===== config.mk =====
export PLATFORM = sky130hd
export DESIGN_NAME = sar_frame_ctrl
export DESIGN_NICKNAME = d
export VERILOG_FILES = /design/src/rtl/sar_pkg.sv /design/src/rtl/sar_sync_edge.sv /design/src/rtl/sar_frame_seq.sv /design/src/rtl/sar_power_ctl.sv /design/src/rtl/sar_frame_ctrl.sv
export SDC_FILE = /design/constraint.sdc
export NUM_CORES = 1
export LEC_CHECK = 0
export ABC_AREA = 1
export CAP_MARGIN = 10
export CORE_ASPECT_RATIO = 1.25
export CORE_MARGIN = 5
export CORE_UTILIZATION = 58
export DETAILED_ROUTE_END_ITERATION = 6
export GPL_TIMING_DRIVEN = 0
export PLACE_DENSITY_LB_ADDON = 0.1
export SYNTH_ARGS = -nofsm -noshare
export SYNTH_HDL_FRONTEND = slang
export SYNTH_SLANG_ARGS = --single-unit

===== constraint.sdc =====
create_clock -name clk -period 2.89 [get_ports clk]
set_input_delay 0.289 -clock clk [delete_from_list [all_inputs] [get_ports clk]]
set_output_delay 0.289 -clock clk [all_outputs]
set_load 0.03 [all_outputs]

===== src/rtl/sar_pkg.sv =====
package sar_pkg;
  typedef enum logic [1:0] {
    PWR_ON   = 2'd0,
    PWR_OFF  = 2'd1,
    PWR_WAKE = 2'd2
  } pwr_state_t;
endpackage


===== src/rtl/sar_sync_edge.sv =====
module sar_sync_edge #(
  parameter int   STAGES  = 2,
  parameter logic RST_VAL = 1'b1
) (
  input  logic clk,
  input  logic rst_n,
  input  logic async_in,
  output logic rise,
  output logic fall
);
  logic [STAGES-1:0] chain;
  logic              prev;

  always_ff @(posedge clk or negedge rst_n) begin
    if (!rst_n) chain[0] <= RST_VAL;
    else        chain[0] <= async_in;
  end

  for (genvar i = 1; i < STAGES; i++) begin : g_stage
    always_ff @(posedge clk or negedge rst_n) begin
      if (!rst_n) chain[i] <= RST_VAL;
      else        chain[i] <= chain[i-1];
    end
  end

  always_ff @(posedge clk or negedge rst_n) begin
    if (!rst_n) prev <= RST_VAL;
    else        prev <= chain[STAGES-1];
  end

  assign rise = chain[STAGES-1] & ~prev;
  assign fall = ~chain[STAGES-1] & prev;
endmodule


===== src/rtl/sar_frame_seq.sv =====
module sar_frame_seq #(
  parameter int DATA_W     = 16,
  parameter int LEAD_Z     = 4,
  parameter int TRAIL_Z    = 4,
  parameter int TRACK_EDGE = 17,
  localparam int FRAME_LEN = LEAD_Z + DATA_W + TRAIL_Z,
  localparam int CNT_W     = $clog2(FRAME_LEN + 1)
) (
  input  logic              clk,
  input  logic              rst_n,
  input  logic              cs_fall,
  input  logic              cs_rise,
  input  logic              sclk_fall,
  input  logic              sclk_rise,
  input  logic [DATA_W-1:0] result_in,
  input  logic              zero_word,
  output logic              sdo,
  output logic              sdo_oe,
  output logic              hold,
  output logic              active,
  output logic [CNT_W-1:0]  cnt
);
  localparam logic [CNT_W-1:0] DATA_LO = CNT_W'(LEAD_Z);
  localparam logic [CNT_W-1:0] DATA_HI = CNT_W'(LEAD_Z + DATA_W);
  localparam logic [CNT_W-1:0] LAST    = CNT_W'(FRAME_LEN);
  localparam logic [CNT_W-1:0] TRACK   = CNT_W'(TRACK_EDGE);

  logic [DATA_W-1:0] sreg;
  logic [CNT_W-1:0]  cnt_nx;
  logic              in_data;

  assign cnt_nx  = cnt + 1'b1;
  assign in_data = (cnt_nx >= DATA_LO) && (cnt_nx < DATA_HI);

  always_ff @(posedge clk or negedge rst_n) begin
    if (!rst_n) begin
      active <= 1'b0;
      cnt    <= '0;
      sreg   <= '0;
      sdo    <= 1'b0;
      sdo_oe <= 1'b0;
      hold   <= 1'b0;
    end else if (cs_fall) begin
      active <= 1'b1;
      cnt    <= '0;
      sreg   <= zero_word ? '0 : result_in;
      sdo    <= 1'b0;
      sdo_oe <= 1'b1;
      hold   <= 1'b1;
    end else if (cs_rise) begin
      active <= 1'b0;
      sdo    <= 1'b0;
      sdo_oe <= 1'b0;
      hold   <= 1'b0;
    end else if (active && sclk_fall) begin
      cnt <= cnt_nx;
      if (cnt_nx == LAST) begin
        active <= 1'b0;
        sdo_oe <= 1'b0;
        sdo    <= 1'b0;
      end else if (in_data) begin
        sdo  <= sreg[DATA_W-1];
        sreg <= {sreg[DATA_W-2:0], 1'b0};
      end else begin
        sdo <= 1'b0;
      end
    end else if (active && sclk_rise && cnt >= TRACK) begin
      hold <= 1'b0;
    end
  end

  a_r1_fall_starts_frame: assert property (@(posedge clk) disable iff (!rst_n)
    cs_fall |=> (sdo_oe && hold && !sdo));

  a_r2_zero_outside_data: assert property (@(posedge clk) disable iff (!rst_n)
    (sdo_oe && (cnt < DATA_LO || cnt >= DATA_HI)) |-> !sdo);

  a_r3_last_edge_tristates: assert property (@(posedge clk) disable iff (!rst_n)
    (active && sclk_fall && !cs_fall && !cs_rise && cnt == LAST - 1'b1) |=> !sdo_oe);

  a_r4_rise_tristates: assert property (@(posedge clk) disable iff (!rst_n)
    (cs_rise && !cs_fall) |=> (!sdo_oe && !hold));

  a_r5_hold_release_source: assert property (@(posedge clk) disable iff (!rst_n)
    $fell(hold) |-> $past(cs_rise || sclk_rise));
endmodule


===== src/rtl/sar_power_ctl.sv =====
module sar_power_ctl
  import sar_pkg::*;
#(
  parameter int PD_MIN_EDGE = 2,
  parameter int WAKE_EDGE   = 10,
  parameter int CNT_W       = 5
) (
  input  logic             clk,
  input  logic             rst_n,
  input  logic             cs_fall,
  input  logic             cs_rise,
  input  logic             sclk_fall,
  input  logic             active,
  input  logic [CNT_W-1:0] cnt,
  output logic             zero_word,
  output logic             powered_down
);
  localparam logic [CNT_W-1:0] PD_MIN = CNT_W'(PD_MIN_EDGE);
  localparam logic [CNT_W-1:0] WAKE   = CNT_W'(WAKE_EDGE);

  pwr_state_t state, state_nx;

  always_comb begin
    state_nx = state;
    unique case (state)
      PWR_ON:   if (cs_rise && !cs_fall && cnt >= PD_MIN && cnt < WAKE) state_nx = PWR_OFF;
      PWR_OFF:  if (cs_fall) state_nx = PWR_WAKE;
      PWR_WAKE: begin
        if (cs_rise && !cs_fall) state_nx = PWR_OFF;
        else if (!cs_fall && active && sclk_fall && cnt == WAKE - 1'b1) state_nx = PWR_ON;
      end
      default:  state_nx = PWR_ON;
    endcase
  end

  always_ff @(posedge clk or negedge rst_n) begin
    if (!rst_n) state <= PWR_ON;
    else        state <= state_nx;
  end

  assign zero_word    = (state == PWR_OFF);
  assign powered_down = (state != PWR_ON);

  a_r7_glitch_keeps_power: assert property (@(posedge clk) disable iff (!rst_n)
    (state == PWR_ON && cs_rise && cnt < PD_MIN) |=> !powered_down);

  a_r9_fall_starts_wake: assert property (@(posedge clk) disable iff (!rst_n)
    (state == PWR_OFF && cs_fall) |=> (state == PWR_WAKE && powered_down));

  a_r8_late_rise_keeps_power: assert property (@(posedge clk) disable iff (!rst_n)
    (state == PWR_ON && cs_rise && cnt >= WAKE) |=> !powered_down);
endmodule


===== src/rtl/sar_frame_ctrl.sv =====
module sar_frame_ctrl #(
  parameter int DATA_W      = 16,
  parameter int LEAD_Z      = 4,
  parameter int TRAIL_Z     = 4,
  parameter int SYNC_STAGES = 2,
  parameter int PD_MIN_EDGE = 2,
  parameter int WAKE_EDGE   = 10,
  parameter int TRACK_EDGE  = 17
) (
  input  logic              clk,
  input  logic              rst_n,
  input  logic              cs_n_in,
  input  logic              sclk_in,
  input  logic [DATA_W-1:0] result_in,
  output logic              sdo,
  output logic              sdo_oe,
  output logic              hold,
  output logic              powered_down
);
  localparam int FRAME_LEN = LEAD_Z + DATA_W + TRAIL_Z;
  localparam int CNT_W     = $clog2(FRAME_LEN + 1);

  logic             cs_rise, cs_fall, sclk_rise, sclk_fall;
  logic             active, zero_word;
  logic [CNT_W-1:0] cnt;

  sar_sync_edge #(.STAGES(SYNC_STAGES), .RST_VAL(1'b1)) u_cs_sync (
    .clk(clk), .rst_n(rst_n), .async_in(cs_n_in), .rise(cs_rise), .fall(cs_fall)
  );

  sar_sync_edge #(.STAGES(SYNC_STAGES), .RST_VAL(1'b1)) u_sclk_sync (
    .clk(clk), .rst_n(rst_n), .async_in(sclk_in), .rise(sclk_rise), .fall(sclk_fall)
  );

  sar_frame_seq #(
    .DATA_W(DATA_W), .LEAD_Z(LEAD_Z), .TRAIL_Z(TRAIL_Z), .TRACK_EDGE(TRACK_EDGE)
  ) u_seq (
    .clk(clk), .rst_n(rst_n), .cs_fall(cs_fall), .cs_rise(cs_rise),
    .sclk_fall(sclk_fall), .sclk_rise(sclk_rise), .result_in(result_in),
    .zero_word(zero_word), .sdo(sdo), .sdo_oe(sdo_oe), .hold(hold),
    .active(active), .cnt(cnt)
  );

  sar_power_ctl #(
    .PD_MIN_EDGE(PD_MIN_EDGE), .WAKE_EDGE(WAKE_EDGE), .CNT_W(CNT_W)
  ) u_pwr (
    .clk(clk), .rst_n(rst_n), .cs_fall(cs_fall), .cs_rise(cs_rise),
    .sclk_fall(sclk_fall), .active(active), .cnt(cnt),
    .zero_word(zero_word), .powered_down(powered_down)
  );
endmodule


==> out/summary.md, run 1 <==
Critical path
- **CP peak stage delay** 670 ps
- **data arrival time of the critical path** 1520 ps
- **Worst EP required** 2600 ps
- **worst-path maximum fanout** 3
- **kind of start point of the critical path** register
- **highest-delay cell along the critical path** sky130_fd_sc_hd__clkdlybuf4s50_1
- **ordered cell list for the critical path** inv_1 > nand2_1 > clkdlybuf4s50_1
- **Register-to-Register Path Depth** 8
- **critical path start-end classification** register to output pin
- **crit end category** output pin

Placement
- **Post-Place Worst Slack** 1120 ps
- **number of I/O port buffers** 23
- **placed standard-cell area** 2010 sq um
- **Final GP Congestion** 0.848
- **sum of net half-perimeters after detailed placement** 2620 um

Global routing
- **first-pass GRT wire length** 6220 um
- **global-route congestion overflow total** 0
- **initial antenna violation count** 0
- **vias in the first global route** 1,471
- **pin count of the biggest net entering global routing** 33
- **aggregate global-route resource usage** 18.9%

Routing
- **via density per instance** 5.34
- **average wire per standard cell** 12.4 um
- **violation count after the first detailed-routing iteration** 119
- **DRC violation count after routing** 0
- **routed wire length** 3560 um
- **vias after detailed routing** 1,539
- **count of TritonRoute iterations in the first routing pass** 4
- **Post-DRT Antenna Nets** 0

Clock network
- **Clock Pin Slew Worst Setup and Hold Paths** 100 ps
- **CTS-repair resized insts** 0
- **Post-CTS Hold Buffers** 0
- **H-tree lvl count** 2
- **buffers from clock root to sink, at most** 2
- **clock tree from TritonCTS** built
- **root buffer cell** sky130_fd_sc_hd__clkbuf_4
- **clock latency of the later-clocked register in the worst-skew pair** 340 ps
- **CTS Sinks** 32
- **post-CTS setup buffer count** 0
- **number of clock buffers inserted by TritonCTS** 5

Timing
- **maximum clock frequency** 0.553 GHz
- **Worst Hold Slack** -11.4 ps
- **post-layout min period** 1810 ps
- **worst max-slew margin expressed relative to the limit** 54.2%
- **aggregate negative setup slack** 0 ps
- **worst setup skew after layout** 15.6 ps
- **Final Hold Vio Count** 11
- **RSZ-0062 raised after global routing** no
- **final worst-path cycle share** 62.5%
- **PnR worst setup slack** 1080 ps
- **Worst Tran Pin Value** 687 ps
- **max-slew violation total from the final report** 0
- **Finish-stage setup viols** 0

Synthesis
- **gate count after technology mapping** 221
- **mux cell area share after synthesis** 0%
- **share of the synthesized netlist area taken by xor and xnor gates** 0%
- **most frequent cells after synthesis** sky130_fd_sc_hd__nand2_1, sky130_fd_sc_hd__nand3_1, sky130_fd_sc_hd__dfrtp_1
- **area fraction in compound gates after synthesis** 3.10%
- **Seq/Total Area, Yosys** 46.6%
- **post-synthesis async set-or-reset flop share** 100%
- **top cells by area, synth** sky130_fd_sc_hd__dfrtp_1, sky130_fd_sc_hd__nand2_1, sky130_fd_sc_hd__nand3_1
- **main combinational cell family by area after synthesis** simple AND/OR/NAND/NOR gates
- **Yosys top cell area share** 37.5%
- **dominant synthesized flop cell** sky130_fd_sc_hd__dfrtp_1
- **number of distinct library cells after synthesis** 26
- **top cell type by total area after synthesis** sky130_fd_sc_hd__dfrtp_1
- **share of synthesized cell area in and, or, nand and nor gates** 40.5%
- **net count after synthesis** 246
- **warning count from the yosys run** 0
- **flip-flop and latch count after synthesis** 32
- **Avg Inst Size Synth** 7.85 sq um
- **synthesized area** 1740 sq um
- **number of synthesized flops with an enable pin** 0
- **adder-cell share of the synthesized area** 3.60%
- **most frequent cell after synthesis** sky130_fd_sc_hd__nand2_1

Floorplanning
- **row count** 22
- **ports placed on the boundary** 24
- **die height** 71.2 um
- **placeable core region** 2920 sq um
- **starting density of the core** 59.5%
- **area enclosed by the die boundary** 4190 sq um
- **width of the chip** 58.9 um

Finish
- **Layout Cell Area excl Fill** 2060 sq um
- **area growth from synthesis to layout** 18.5%
- **antenna diode count** 0
- **Finished Core Util** 70.5%
- **layout cell share with drive strength beyond 1** 11.9%
- **count of nets after finishing** 276

Status
- **failing checks** negative hold slack
- **result of the run** finished, violations left

Flow run
- **number of violations of the max-capacitance limit** 0

Min path
- **worst min-delay path category** input pin to async pin

Power
- **power density normalized to cell area** 581 nW/um^2
- **leakage power of the design** 1.06 nW
- **maximum ir drop on the vdd rail** 0.000489 V

[cells in the final DEF (no fill, tap or decap), types with 2 or more instances in the layout]
master,netlist,final
sky130_fd_sc_hd__clkbuf_4,0,5
sky130_fd_sc_hd__nand2_2,5,5
sky130_fd_sc_hd__dfrtp_1,26,26
sky130_fd_sc_hd__nor3_1,2,2
sky130_fd_sc_hd__nor2_1,7,7
sky130_fd_sc_hd__clkdlybuf4s50_1,0,22
sky130_fd_sc_hd__nand4_1,6,6
sky130_fd_sc_hd__inv_1,14,14
sky130_fd_sc_hd__dfstp_2,6,6
sky130_fd_sc_hd__nand3_1,41,41
sky130_fd_sc_hd__o22ai_1,5,5
sky130_fd_sc_hd__o21ai_0,2,2
sky130_fd_sc_hd__clkbuf_1,4,6
sky130_fd_sc_hd__nand2_4,2,2
sky130_fd_sc_hd__nand3_2,2,2
sky130_fd_sc_hd__ha_1,5,5
sky130_fd_sc_hd__nand2_1,82,82
sky130_fd_sc_hd__buf_2,2,3
[through the flow]
step           total power, mW  std cells
6_report                  1.20        288
5_1_grt                   1.29        288
4_1_cts                   1.20        288
3_5_place_dp             0.962        280
3_3_place_gp             0.953        280
2_1_floorplan            0.843        221
[worst max-delay path: cells and delay by family (launching register included)]
kind	cells	cell delay [ps]
buf+inv	2	730
flops	1	380
simple gates	1	80
[area by class of cell]
| cell class | count | area [sq um] |
|---|---|---|
| fill | 265 | 862 |
| multi-input combinational | 165 | 820 |
| sequential | 32 | 808 |
| timing repair buffer | 23 | 225 |
| inverter | 16 | 60.1 |
| buffer | 8 | 47.5 |
| clock buffer | 7 | 45.0 |
| tap | 36 | 45.0 |
| clock inverter | 1 | 5.00 |
[sequential cells by signal, summed over array words and instances (netlist names)]
| name | cells |
|---|---|
| u_seq.sdo | 1 |
| u_sclk_sync.prev | 1 |
| u_seq.hold | 1 |
| u_cs_sync.chain | 2 |
| u_cs_sync.prev | 1 |
| u_seq.cnt | 5 |
| u_sclk_sync.chain | 2 |
| u_pwr.state | 2 |
| u_seq.sdo_oe | 1 |
| u_seq.sreg | 16 |
[per-layer routing]
layer | vias up | GRT usage (%) | wire length (um)
met5 | - | 0 | 0
met4 | 0 | 5.79 | 23
met3 | 4 | 4.93 | 200
met2 | 44 | 31.7 | 1820
met1 | 707 | 23.5 | 1520
li1 | 784 | - | -
[logic make-up (layout without fill, tap and decap cells)]
| kind of cell | count (synthesis) | in the layout |
|---|---|---|
| and+or+nand+nor | 151 | 151 |
| DFF | 32 | 32 |
| buffers and inverters | 24 | 55 |
| AOI/OAI and AO/OA | 9 | 9 |
| adders and majority gates | 5 | 5 |
[final timing paths]
path	start	endpoint	slack [ps]
worst min register to register	u_cs_sync.chain[0]	u_cs_sync.chain[1]	370
worst max-delay path	u_pwr.state[0]	powered_down	1080
max in group asynchronous	rst_n	u_seq.cnt[2]	2450
worst max register to register	u_cs_sync.chain[1]	u_seq.sreg[1]	1090
min in group clk	cs_n_in	u_cs_sync.chain[0]	360
worst min-delay path	rst_n	u_seq.sreg[0]	-10
[power by group]
group	internal [mW]	switching [mW]
logic	0.143	0.219
registers	0.541	0.0524
clock network	0.0947	0.145
No activity file was read; power rests on OpenSTA's default activity.
==> run 2: changes to the inputs <==
--- a/config.mk
+++ b/config.mk
@@ -9,7 +9,7 @@
 export CAP_MARGIN = 10
 export CORE_ASPECT_RATIO = 1.25
 export CORE_MARGIN = 5
-export CORE_UTILIZATION = 58
+export CORE_UTILIZATION = 49
 export DETAILED_ROUTE_END_ITERATION = 6
 export GPL_TIMING_DRIVEN = 0
 export PLACE_DENSITY_LB_ADDON = 0.1
==> constraint.sdc (replaced) <==
create_clock -name clk -period 1.5 [get_ports clk]
set_input_delay 0.15 -clock clk [delete_from_list [all_inputs] [get_ports clk]]
set_output_delay 0.15 -clock clk [all_outputs]
set_load 0.03 [all_outputs]
==> run 2 against run 1 <==
Compared with the run above:
- register-to-register slack got worse by 1200 ps
- core utilization rose by 1.8 points
- largest cell class unchanged
- the flow finishes with violations (negative setup slack)
- global-route usage fell by 0.97 points
- cell area rose by 21%
- largest power group unchanged
==> out/summary.md, run 2 (synthesis results as in run 1) <==
Routing
- **Post-DRT Antenna Nets** 0, unchanged
- **via density per instance** 5.38, +0.76%
- **DRC violation count after routing** 0, unchanged
- **count of TritonRoute iterations in the first routing pass** 4, unchanged
- **vias after detailed routing** 1,680, +9.2%
- **violation count after the first detailed-routing iteration** 126, +5.9%
- **average wire per standard cell** 14.4 um, +17%
- **routed wire length** 4500 um, +26%

Clock network
- **H-tree lvl count** 2, unchanged
- **buffers from clock root to sink, at most** 2, unchanged
- **clock latency of the later-clocked register in the worst-skew pair** 290 ps, -50 ps
- **Clock Pin Slew Worst Setup and Hold Paths** 70 ps, -30 ps
- **clock tree from TritonCTS** built
- **root buffer cell** sky130_fd_sc_hd__clkbuf_8
- **CTS Sinks** 32, unchanged
- **number of clock buffers inserted by TritonCTS** 5, unchanged

Min path
- **worst min-delay path category** input pin to register
- **launch point of the worst hold path** cs_n_in

Critical path
- **Top cell by count, worst path** sky130_fd_sc_hd__nand2_1
- **crit end category** register
- **startpoint of the worst setup timing path** u_seq.cnt[0]
- **highest-delay cell along the critical path** sky130_fd_sc_hd__dfrtp_2
- **r2r startpoint** u_seq.cnt[0]
- **kind of start point of the critical path** register
- **ordered cell list for the critical path** buf_6 > nand3_1 > nand2_1 > nand2_2 > nand3_4 > nand3_4 > nand2_4 > clkbuf_16 > nand2_1 > nand2_1
- **data arrival time of the critical path** 1780 ps, +260 ps
- **worst-path maximum fanout** 5, +2
- **Top Family by Delay on Critical Path** simple AND/OR/NAND/NOR gates
- **buffers and inverters on the worst path** 2, unchanged
- **Worst EP required** 1680 ps, -920 ps
- **CP peak stage delay** 440 ps, -230 ps
- **critical path start-end classification** register to register

Global routing
- **global-route congestion overflow total** 0, unchanged
- **initial antenna violation count** 0, unchanged
- **first-pass GRT wire length** 6980 um, +12%
- **aggregate global-route resource usage** 18.0%, -0.97 points
- **vias in the first global route** 1,549, +5.3%
- **pin count of the biggest net entering global routing** 33, unchanged

Finish
- **count of nets after finishing** 297, +7.6%
- **layout cell share with drive strength beyond 1** 31.9%, +20 points
- **Final Instance Count excl. Fillers** 312, +8.3%
- **largest registers** u_seq.sreg x16, u_seq.cnt x5
- **max reg flops** 16, unchanged
- **commonest cells after routing, fill and taps aside** sky130_fd_sc_hd__nand2_1, sky130_fd_sc_hd__nand3_1, sky130_fd_sc_hd__dfrtp_1
- **most common cell after layout, fill and taps aside** sky130_fd_sc_hd__nand2_1
- **largest register by flop count** u_seq.sreg
- **antenna diode count** 0, unchanged
- **area growth from synthesis to layout** 43.8%
- **Finished Core Util** 72.2%, +1.8 points
- **Fill cells** 261, -1.5%

Timing
- **max-slew violation total from the final report** 0, unchanged
- **Finish-stage setup viols** 16, +16
- **worst max-slew margin expressed relative to the limit** 51.4%, -2.8 points
- **final worst-path cycle share** 106%
- **worst setup skew after layout** 6.28 ps, -9.35 ps
- **RSZ-0062 raised after global routing** yes
- **Worst Tran Pin Value** 729 ps, +41.9 ps
- **post-layout min period** 1600 ps
- **Final Hold Vio Count** 0, -11
- **Worst Hold Slack** 266 ps, +277 ps
- **maximum clock frequency** 0.627 GHz
- **PnR worst setup slack** -95.1 ps, -1180 ps

Placement
- **sum of net half-perimeters after detailed placement** 2640 um, +0.64%
- **number of I/O port buffers** 23, unchanged
- **Final GP Congestion** 0.844, -0.41%
- **Cells after DPL** 283, +1.1%
- **Post-Place Worst Slack** -254 ps, -1370 ps

Floorplanning
- **area enclosed by the die boundary** 4840 sq um, +15%
- **width of the chip** 63.2 um, +7.3%
- **starting density of the core** 50.3%, -9.2 points
- **placeable core region** 3450 sq um, +18%
- **die height** 76.5 um, +7.6%
- **row count** 24, +9.1%
- **ports placed on the boundary** 24, unchanged

Power
- **maximum ir drop on the vdd rail** 0.00102 V, +110%
- **leakage power of the design** 1.25 nW, +19%
- **power density normalized to cell area** 1060 nW/um^2, +83%

Status
- **failing checks** negative setup slack
- **result of the run** finished, violations left

Flow run
- **number of violations of the max-capacitance limit** 0, unchanged

==> run 2: cell types whose count changed in the layout (fill, tap and decap cells not counted), sizes merged <==
cell	previous run	this run
buf	5	24
clkdlybuf4s50	22	19
clkinv	2	3
dlygate4sd2	0	2
dlygate4sd3	0	1
dlymetal6s2s	0	1
==> run 2: where the power goes <==
part	leakage, nW	switching [mW]	total (mW)	internal (mW)
Sequential	0.391	0.102	1.15	1.04
Combinational	0.810	0.482	0.816	0.334
Clock	0.0510	0.327	0.693	0.366
==> run 2: timing repair <==
item | in CTS | in global routing
endpoints found under the hold margin | 26 | 0
resized for setup | 28 | 33
gates cloned | 0 | 1
hold buffers | 1 | 0
buffers inserted | 9 | 10
pin swaps | 3 | 19
setup endpoints to repair | 25 | 26
==> run 2: metrics by stage <==
| stage | power [mW] | TNS [ps] | area [sq um] |
|---|---|---|---|
| after global routing | 2.84 | -2640 | 2490 |
| final | 2.65 | -1160 | 2490 |
| after CTS | 2.58 | -250 | 2290 |
| after floorplan | 1.62 | 0 | 1740 |
| after global placement | 1.85 | -13810 | 2020 |
| after detailed placement | 1.86 | -3740 | 2010 |
==> run 2: final cells by class <==
type,instances,area [sq um],share of cell area [%]
Buffer,8,72.6,2.91
Clock buffer,6,82.6,3.31
Clock inverter,2,10.0,0.401
Inverter,16,67.6,2.71
Multi-Input combinational cell,165,973,39.0
Sequential cell,32,810,32.4
Tap cell,39,48.8,1.96
Timing Repair Buffer,44,430,17.3
==> run 2: final timing paths <==
check	endpoint	slack [ps]	depth (start not counted)
worst min-delay path	u_cs_sync.chain[0]	270	1
max in group asynchronous	u_seq.cnt[0]	540	2
min in group asynchronous	u_seq.hold	450	2
worst min register to register	u_sclk_sync.chain[1]	360	0
worst max register to register	u_seq.sreg[15]	-100	10
worst max-delay path	u_seq.sreg[15]	-100	10
==> run 2: per-layer routing <==
metal  global-route usage [%]  vias to the layer above  part of all wire [%]
met3                     4.72                        8                   3.7
li1                         -                      821                     -
met2                     29.6                       40                    53
met4                     7.28                        0                   1.7
met5                        0                        -                     0
met1                     22.1                      811                    42
